`src/rtl/srt_pkg.sv`:
```
package srt_pkg;

    localparam int MAG_W = 5;
    localparam int MSG_W = MAG_W + 1;
    localparam int IDX_W = 8;

    typedef logic [MAG_W-1:0] mag_t;

    typedef struct packed {
        logic sgn;
        mag_t mag;
    } msg_t;

    typedef struct packed {
        mag_t             min1;
        mag_t             min2;
        logic [IDX_W-1:0] idx;
        logic             sprod;
        logic             th_en;
    } part_stat_t;

    // Clamp a magnitude to the threshold when a neighbour flag is active.
    function automatic mag_t cap_mag(input mag_t m, input mag_t t, input logic en);
        return (en && (m > t)) ? t : m;
    endfunction

endpackage

```
`src/rtl/srt_part_scan.sv`:
```
module srt_part_scan
    import srt_pkg::*;
#(
    parameter int PART_W = 8
) (
    input  msg_t [PART_W-1:0] msgs,
    input  mag_t              thresh,
    output part_stat_t        stat
);

    always_comb begin
        mag_t             m1;
        mag_t             m2;
        logic [IDX_W-1:0] ix;
        logic             sp;
        m1 = '1;
        m2 = '1;
        ix = '0;
        sp = 1'b0;
        for (int i = 0; i < PART_W; i++) begin
            sp = sp ^ msgs[i].sgn;
            if (msgs[i].mag < m1) begin
                m2 = m1;
                m1 = msgs[i].mag;
                ix = IDX_W'(i);
            end else if (msgs[i].mag < m2) begin
                m2 = msgs[i].mag;
            end
        end
        stat.min1  = m1;
        stat.min2  = m2;
        stat.idx   = ix;
        stat.sprod = sp;
        stat.th_en = (m1 < thresh);
    end

endmodule

```
`src/rtl/srt_part_emit.sv`:
```
module srt_part_emit
    import srt_pkg::*;
#(
    parameter int PART_W = 8
) (
    input  msg_t [PART_W-1:0] msgs,
    input  part_stat_t        stat,
    input  mag_t              thresh,
    input  logic              nbr_th,
    input  logic              row_sign,
    output msg_t [PART_W-1:0] outs
);

    for (genvar e = 0; e < PART_W; e++) begin : g_edge
        mag_t base;
        assign base         = (stat.idx == IDX_W'(e)) ? stat.min2 : stat.min1;
        assign outs[e].mag  = cap_mag(base, thresh, nbr_th);
        assign outs[e].sgn  = row_sign ^ msgs[e].sgn;
    end

endmodule

```
`src/rtl/split_row_cnode.sv`:
```
module split_row_cnode
    import srt_pkg::*;
#(
    parameter int ROW_W = 32,
    parameter int NPART = 4
) (
    input  logic                   clk,
    input  logic                   rst,
    input  logic                   in_valid,
    input  logic [ROW_W*MSG_W-1:0] msg_in,
    input  logic [MAG_W-1:0]       thresh,
    output logic                   out_valid,
    output logic [ROW_W*MSG_W-1:0] msg_out
);

    localparam int PART_W = ROW_W / NPART;

    msg_t [ROW_W-1:0] in_arr;
    msg_t [ROW_W-1:0] nxt_arr;
    part_stat_t       stat [NPART];
    logic [NPART-1:0] sp;
    logic [NPART-1:0] th_en;
    logic [NPART+1:0] th_ext;
    logic [NPART:0]   sgn_l;
    logic [NPART:0]   sgn_r;

    assign in_arr = msg_in;

    assign sgn_l[0]          = 1'b0;
    assign sgn_r[NPART]      = 1'b0;
    assign th_ext[0]         = 1'b0;
    assign th_ext[NPART+1]   = 1'b0;

    for (genvar p = 0; p < NPART; p++) begin : g_part
        srt_part_scan #(.PART_W(PART_W)) u_scan (
            .msgs   (in_arr[p*PART_W +: PART_W]),
            .thresh (thresh),
            .stat   (stat[p])
        );

        assign sp[p]          = stat[p].sprod;
        assign th_en[p]       = stat[p].th_en;
        assign th_ext[p+1]    = th_en[p];
        // One sign bit travels each way between adjacent groups.
        assign sgn_l[p+1]     = sgn_l[p] ^ sp[p];
        assign sgn_r[p]       = sgn_r[p+1] ^ sp[p];

        srt_part_emit #(.PART_W(PART_W)) u_emit (
            .msgs     (in_arr[p*PART_W +: PART_W]),
            .stat     (stat[p]),
            .thresh   (thresh),
            .nbr_th   (th_ext[p] | th_ext[p+2]),
            .row_sign (sgn_l[p] ^ sp[p] ^ sgn_r[p+1]),
            .outs     (nxt_arr[p*PART_W +: PART_W])
        );
    end

    always_ff @(posedge clk) begin
        if (rst) begin
            out_valid <= 1'b0;
            msg_out   <= '0;
        end else begin
            out_valid <= in_valid;
            if (in_valid) begin
                msg_out <= nxt_arr;
            end
        end
    end

endmodule

```
`config.mk`:
```
export PLATFORM = sky130hd
export DESIGN_NAME = split_row_cnode
export DESIGN_NICKNAME = d
export VERILOG_FILES = /design/src/rtl/srt_pkg.sv /design/src/rtl/srt_part_scan.sv /design/src/rtl/srt_part_emit.sv /design/src/rtl/split_row_cnode.sv
export SDC_FILE = /design/constraint.sdc
export NUM_CORES = 1
export LEC_CHECK = 0
export BUFFER_PORTS_ARGS = -buffer_cell sky130_fd_sc_hd__buf_2
export CORE_MARGIN = 10
export CORE_UTILIZATION = 40
export CTS_BUF_LIST = sky130_fd_sc_hd__clkbuf_4 sky130_fd_sc_hd__clkbuf_8
export CTS_CLUSTER_SIZE = 24
export DETAILED_ROUTE_END_ITERATION = 8
export GPL_TIMING_DRIVEN = 0
export SLEW_MARGIN = 0
export SYNTH_ARGS = -nofsm -noshare
export SYNTH_HDL_FRONTEND = slang
export SYNTH_HIERARCHICAL = 1
export SYNTH_SLANG_ARGS = --single-unit
export TNS_END_PERCENT = 5
```
`constraint.sdc`:
```
create_clock -name clk -period 21.4 [get_ports clk]
set_input_delay 3.21 -clock clk [delete_from_list [all_inputs] [get_ports clk]]
set_output_delay 3.21 -clock clk [all_outputs]
set_load 0.1 [all_outputs]
```
**Word level (Yosys, flattened, before mapping)**

Index checks and enable logic that the tools add are counted.

- Muxes and demuxes: 180
- Reductions and logical operators: 36
- Equality and inequality tests: 28
- Bitwise logic cells: 69
- Order comparisons: 96

Operator list:

| kind | count |
|---|---|
| 5-bit two-way mux | 152 |
| 5-bit less-than comparator | 56 |
| 5-bit greater-than comparator | 32 |
| 1-bit XOR | 67 |
| 3-bit == test (second input constant) | 16 |
| 3-bit two-way mux | 16 |
| 5-bit less-than comparator (second input constant) | 8 |
| 1-bit logical AND | 32 |
| 8-bit zero test | 4 |
| 3-bit by 2-bit == test with 1-bit output (second input constant) | 8 |
| 2-bit two-way mux | 8 |
| 3-bit by 1-bit == test with 1-bit output (second input constant) | 4 |
| 1-bit two-way mux | 4 |
| 1-bit OR | 2 |

- Output and inout bits: 193
- Logic and storage cells: 411
- Bits of input ports: 200
- Register bits after elaboration: 193

**Depth between registers and ports, before layout**

- Depth after elaboration: 26
- Depth in mapped cells: 71
- Mapped depth without buffers: 65

**By module**

Netlist, hierarchy kept.

Modules (own cells, without submodules):

| module | times used | area an instance (sq um) | cells each | seq. area each (sq um) |
|---|---|---|---|---|
| srt_part_emit | 4 | 1916.8 | 207 | 0.0 |
| split_row_cnode | 1 | 7014.2 | 628 | 3863.7 |
| srt_part_scan (g_part[2].u_scan) | 1 | 3510.9 | 506 | 0.0 |
| srt_part_scan (g_part[3].u_scan) | 1 | 3335.7 | 506 | 0.0 |
| srt_part_scan (g_part[0].u_scan) | 1 | 3334.4 | 483 | 0.0 |
| srt_part_scan (g_part[1].u_scan) | 1 | 3306.9 | 477 | 0.0 |

**Worst setup path after synthesis**

OpenSTA, ideal clock, no wires.

- Path type: input -> register
- Start point: input msg_in[102]
- End point: register msg_out[49]
- Arrival time: 15.415 ns
- Required time: 21.272 ns
- Cell stages on the path: 68
- Setup time: 0.128 ns
- Path slack: 5.857 ns
- Path buffers: 10
- Path through: nand2b_1 > maj3_1 > o221a_2 > nor2_1 > nor2_1 > a21oi_1 > ha_1 > and3_1 > o2bb2ai_1 > nand2_1 > nand2_1 > buf_6 > nor2_1 > a21oi_1 > ha_1 > o31a_1 > a211oi_1 > and2_1 > [32 not listed] > ha_1 > nand2_1 > or4_1 > nand3_1 > buf_6 > mux2i_1 > ha_1 > a21o_1 > a21o_1 > a21oi_1 > nand4_1 > nand3_1 > or2_2 > clkbuf_1 > o211ai_1 > mux2_2 > mux2i_1 > nor2_1

RTL lines:

| what | line | text |
|---|---|---|
| from (decl) | split_row_cnode.sv:10 | `input logic [ROW_W*MSG_W-1:0] msg_in,` |
| to (signal assigned) | split_row_cnode.sv:65 | `msg_out <= nxt_arr;` |
| to (decl) | split_row_cnode.sv:13 | `output logic [ROW_W*MSG_W-1:0] msg_out` |

==> flow_metrics.env <==
export IMPL_routabilityCongestion=0.9378
export IMPL_synth_seq_cells=193
export IMPL_rows=97
export IMPL_seq_area_frac_synth_pct=13.72
export IMPL_crit_cells=69
export IMPL_synth_top_family_by_area="compound AO/OA/AOI/OAI gates"
export IMPL_fillers=7224
export IMPL_crit_buf_inv=13
export IMPL_crit_family="compound AO/OA/AOI/OAI gates"
export IMPL_arrival_ps=19480
export IMPL_syn_area_per_cell_um2=8.217
export IMPL_syn_area_um2=28170
export IMPL_fmax_mhz=52.53
export IMPL_hpwl_um=76280
export IMPL_first_iter_violations=1779
export IMPL_firstDrtPassIters=5
export IMPL_ys_flop_type="dfxtp_1"
export IMPL_dpl_cell_area_um2=31280
export IMPL_grt_pass1_wl_um=150500
export IMPL_timing_critical_path_to="msg_out[70]$_SDFFE_PP0P_"
export IMPL_worst_path_largest_cell_delay_ps=910
export IMPL_ys_warn_count=6
export IMPL_htreeDepth=4
export IMPL_synthCells=3428
export IMPL_final_util_pct=45.41
export IMPL_nets=4302
export IMPL_pin_count=393
export IMPL_cts_sinks=193
export IMPL_path_clk_slew_ps=120
export IMPL_start_util_pct=40.30
export IMPL_fin_crit_ps=19040
export IMPL_drv_cap=0
export IMPL_cp_max_fo=10
export IMPL_fin_skew_ps=0
export IMPL_synth_async_sr_flop_share_pct=0
export IMPL_setup_viol=0
export IMPL_tns_ps=0
export IMPL_grt_max_degree=42
export IMPL_grt_use_total_pct=22.54
export IMPL_routed_wirelength_um=95820
export IMPL_relSlewSlack_pct=11.87
export IMPL_synth_edf_count=0
export IMPL_outcome="complete, no violations"
export IMPL_area_delta_synth_final_pct=12.69
export IMPL_drive_gt1_share_pct=23.73
export IMPL_drtAntennaViolNets=0
export IMPL_synth_xor_area_share_pct=2.021
export IMPL_grt_ovfl_total=0
export IMPL_drc_errors=0
export IMPL_dieArea_um2=81440
export IMPL_r2r_start="msg_out[17]$_SDFFE_PP0P_"
export IMPL_synth_cell_types=142
export IMPL_core_area_um2=69910
export IMPL_worst_hold_path_type="reg2reg"
export IMPL_synth_compound_area_share_pct=23.75
export IMPL_finalHoldViolCount=0
export IMPL_setup_worst_path_start="msg_in[102]"
export IMPL_antenna_found_initial=23
export IMPL_fin_crit_sh_pct=88.96
export IMPL_wl_per_cell_um=19.98
export IMPL_path_common_cell="nand2_1"
export IMPL_r2r_cells=2
export IMPL_fp_dieW_um=285.4
export IMPL_cts_tree="done"
export IMPL_whs_path_depth=2
export IMPL_yosys_area_share_simple_pct=17.99
export IMPL_critPathLaunchType="input pin"
export IMPL_portBuffers=375
export IMPL_cts_root_buf="clkbuf_8"
export IMPL_via_count=27490
export IMPL_critical_path_endpoint_type="flip-flop"
export IMPL_critical_path_required_ps=21840
export IMPL_cp_slowest_cell="mux2i_1"
export IMPL_hold_buffers=0
export IMPL_grt_pass1_vias=26430
export IMPL_die_h_um=285.4
export IMPL_rrSetupSlack_ps=20710
export IMPL_worstReg2RegEnd="msg_out[17]$_SDFFE_PP0P_"
export IMPL_cts_repair_resized=0
export IMPL_maxSlewViolCount=0
export IMPL_worst_pin_slew_ps=1322
export IMPL_fin_area_um2=31740
export IMPL_numCtsBuffers=17
export IMPL_synthMuxAreaShare_pct=23.59
export IMPL_critPathKind="in2reg"
export IMPL_insertion_delay_ps=560
export IMPL_rsz0062_at_grt="no"
export IMPL_post_cts_setup_buffers=0
export IMPL_cts_buffer_depth=2
export IMPL_synth_adder_area_share_pct=12.65
export IMPL_via_per_inst=5.731
-- sequential cells by signal (all words and copies together), names as in the netlist --
name / count
msg_out: 192
out_valid: 1
-- Yosys cell counts (all sizes together), types with 41 or more instances --
| library cell | number | share of area [%] |
|---|---|---|
| clkbuf | 82 | 1.1 |
| nor2 | 405 | 5.5 |
| a21o | 41 | 1.1 |
| ha | 264 | 12 |
| nand4 | 50 | 1.1 |
| o21ai | 149 | 2.7 |
| nand2 | 194 | 2.6 |
| buf | 79 | 2.6 |
| inv | 192 | 2.6 |
| nand3 | 48 | 0.85 |
| a21oi | 202 | 3.7 |
| nand2b | 48 | 1.1 |
| o221ai | 41 | 1.3 |
| mux2i | 332 | 12 |
| a211oi | 42 | 1.3 |
| dfxtp | 193 | 14 |
| mux2 | 292 | 12 |
| nor3 | 52 | 0.94 |
| o211ai | 65 | 1.8 |
-- cell type report --
| cell class | instances | area [um2] | share of cell area [%] |
|---|---|---|---|
| buffer | 161 | 1036 | 3.264 |
| sequential | 193 | 3864 | 12.17 |
| multi-input combinational | 2898 | 22610 | 71.22 |
| timing repair buffer | 375 | 1877 | 5.912 |
| clock inverter | 15 | 212.7 | 0.6701 |
| inverter | 192 | 720.7 | 2.270 |
| tap | 940 | 1176 | 3.705 |
| antenna | 6 | 15.01 | 0.04730 |
| clock buffer | 17 | 234.0 | 0.7371 |
-- per-stage QoR --
stage	setup slack (ps)	instances	hold WS (ps)
floorplan	5857	3444	975.0
global placement	2176	4759	468.3
detailed placement	2076	4759	473.9
CTS	2610	4791	501.9
global route	1222	4796	528.5
finish	2362	4797	496.1
-- per-layer routing --
| metal | part of all wire [%] | global-route usage [%] | routed length (um) | vias to the layer above |
|---|---|---|---|---|
| li1 | - | - | - | 13724 |
| met3 | 5.8 | 4.621 | 5588 | 132 |
| met2 | 44 | 35.66 | 42500 | 712 |
| met1 | 47 | 30.44 | 45260 | 12898 |
| met5 | 0.15 | 0 | 142 | - |
| met4 | 2.4 | 6.540 | 2326 | 24 |
-- how the worst min path moves through the flow --
stage,from,endpoint,slack (ps)
final,msg_out[56]$_SDFFE_PP0P_,msg_out[56]$_SDFFE_PP0P_,500
after global routing,msg_out[25]$_SDFFE_PP0P_,msg_out[25]$_SDFFE_PP0P_,530
after CTS,msg_out[56]$_SDFFE_PP0P_,msg_out[56]$_SDFFE_PP0P_,500
after detailed placement,msg_out[56]$_SDFFE_PP0P_,msg_out[56]$_SDFFE_PP0P_,470
after global placement,msg_out[46]$_SDFFE_PP0P_,msg_out[46]$_SDFFE_PP0P_,470
after floorplan,msg_out[173]$_SDFFE_PP0P_,msg_out[173]$_SDFFE_PP0P_,970
-- cells by family (layout without fill, tap and decap cells) --
family	count (synthesis)	count (layout)
and+or+nand+nor	1012	1012
AOI/OAI and AO/OA	888	888
muxes	624	624
buffers and inverters	353	760
adders and majority gates	289	289
DFF	193	193
xor gates and xnor gates	65	65
other	4	26
-- worst reg2reg max path, cell delays in order (launching register included) --
cell and delay [ps]:
dfxtp_1 390, mux2i_1 150, nor2_1 50
-- cells in the final DEF (no fill, tap or decap), types with 13 or more instances in the layout --
master / Yosys / final
o21ai_0: 135 / 135
mux2i_1: 330 / 330
a21o_1: 41 / 41
a31oi_1: 32 / 32
xnor2_1: 28 / 28
o2111ai_1: 14 / 14
a211oi_1: 33 / 33
nand4_1: 50 / 50
nor3_1: 51 / 51
nand3_1: 48 / 48
mux2_2: 287 / 287
conb_1: 4 / 20
dfxtp_1: 193 / 193
o21a_1: 27 / 27
nor2_1: 401 / 401
nor2b_1: 37 / 37
clkbuf_8: 0 / 17
a22oi_1: 13 / 13
nand2b_1: 47 / 47
nand2_1: 193 / 193
o31a_1: 14 / 14
nand4b_1: 20 / 20
o22ai_1: 25 / 25
buf_4: 27 / 27
xor2_1: 37 / 37
or2_2: 16 / 16
a21oi_1: 194 / 194
and2_1: 18 / 18
clkbuf_1: 82 / 82
maj3_1: 18 / 18
buf_2: 18 / 393
o221ai_1: 39 / 39
or3_1: 24 / 24
o211ai_1: 62 / 62
ha_1: 264 / 264
inv_1: 192 / 192
a211o_1: 15 / 15
o31ai_1: 18 / 18
Power is left out: the tool's default activity adds up to more than one toggle a clock period on the data nets, which glitch-free logic cannot reach.
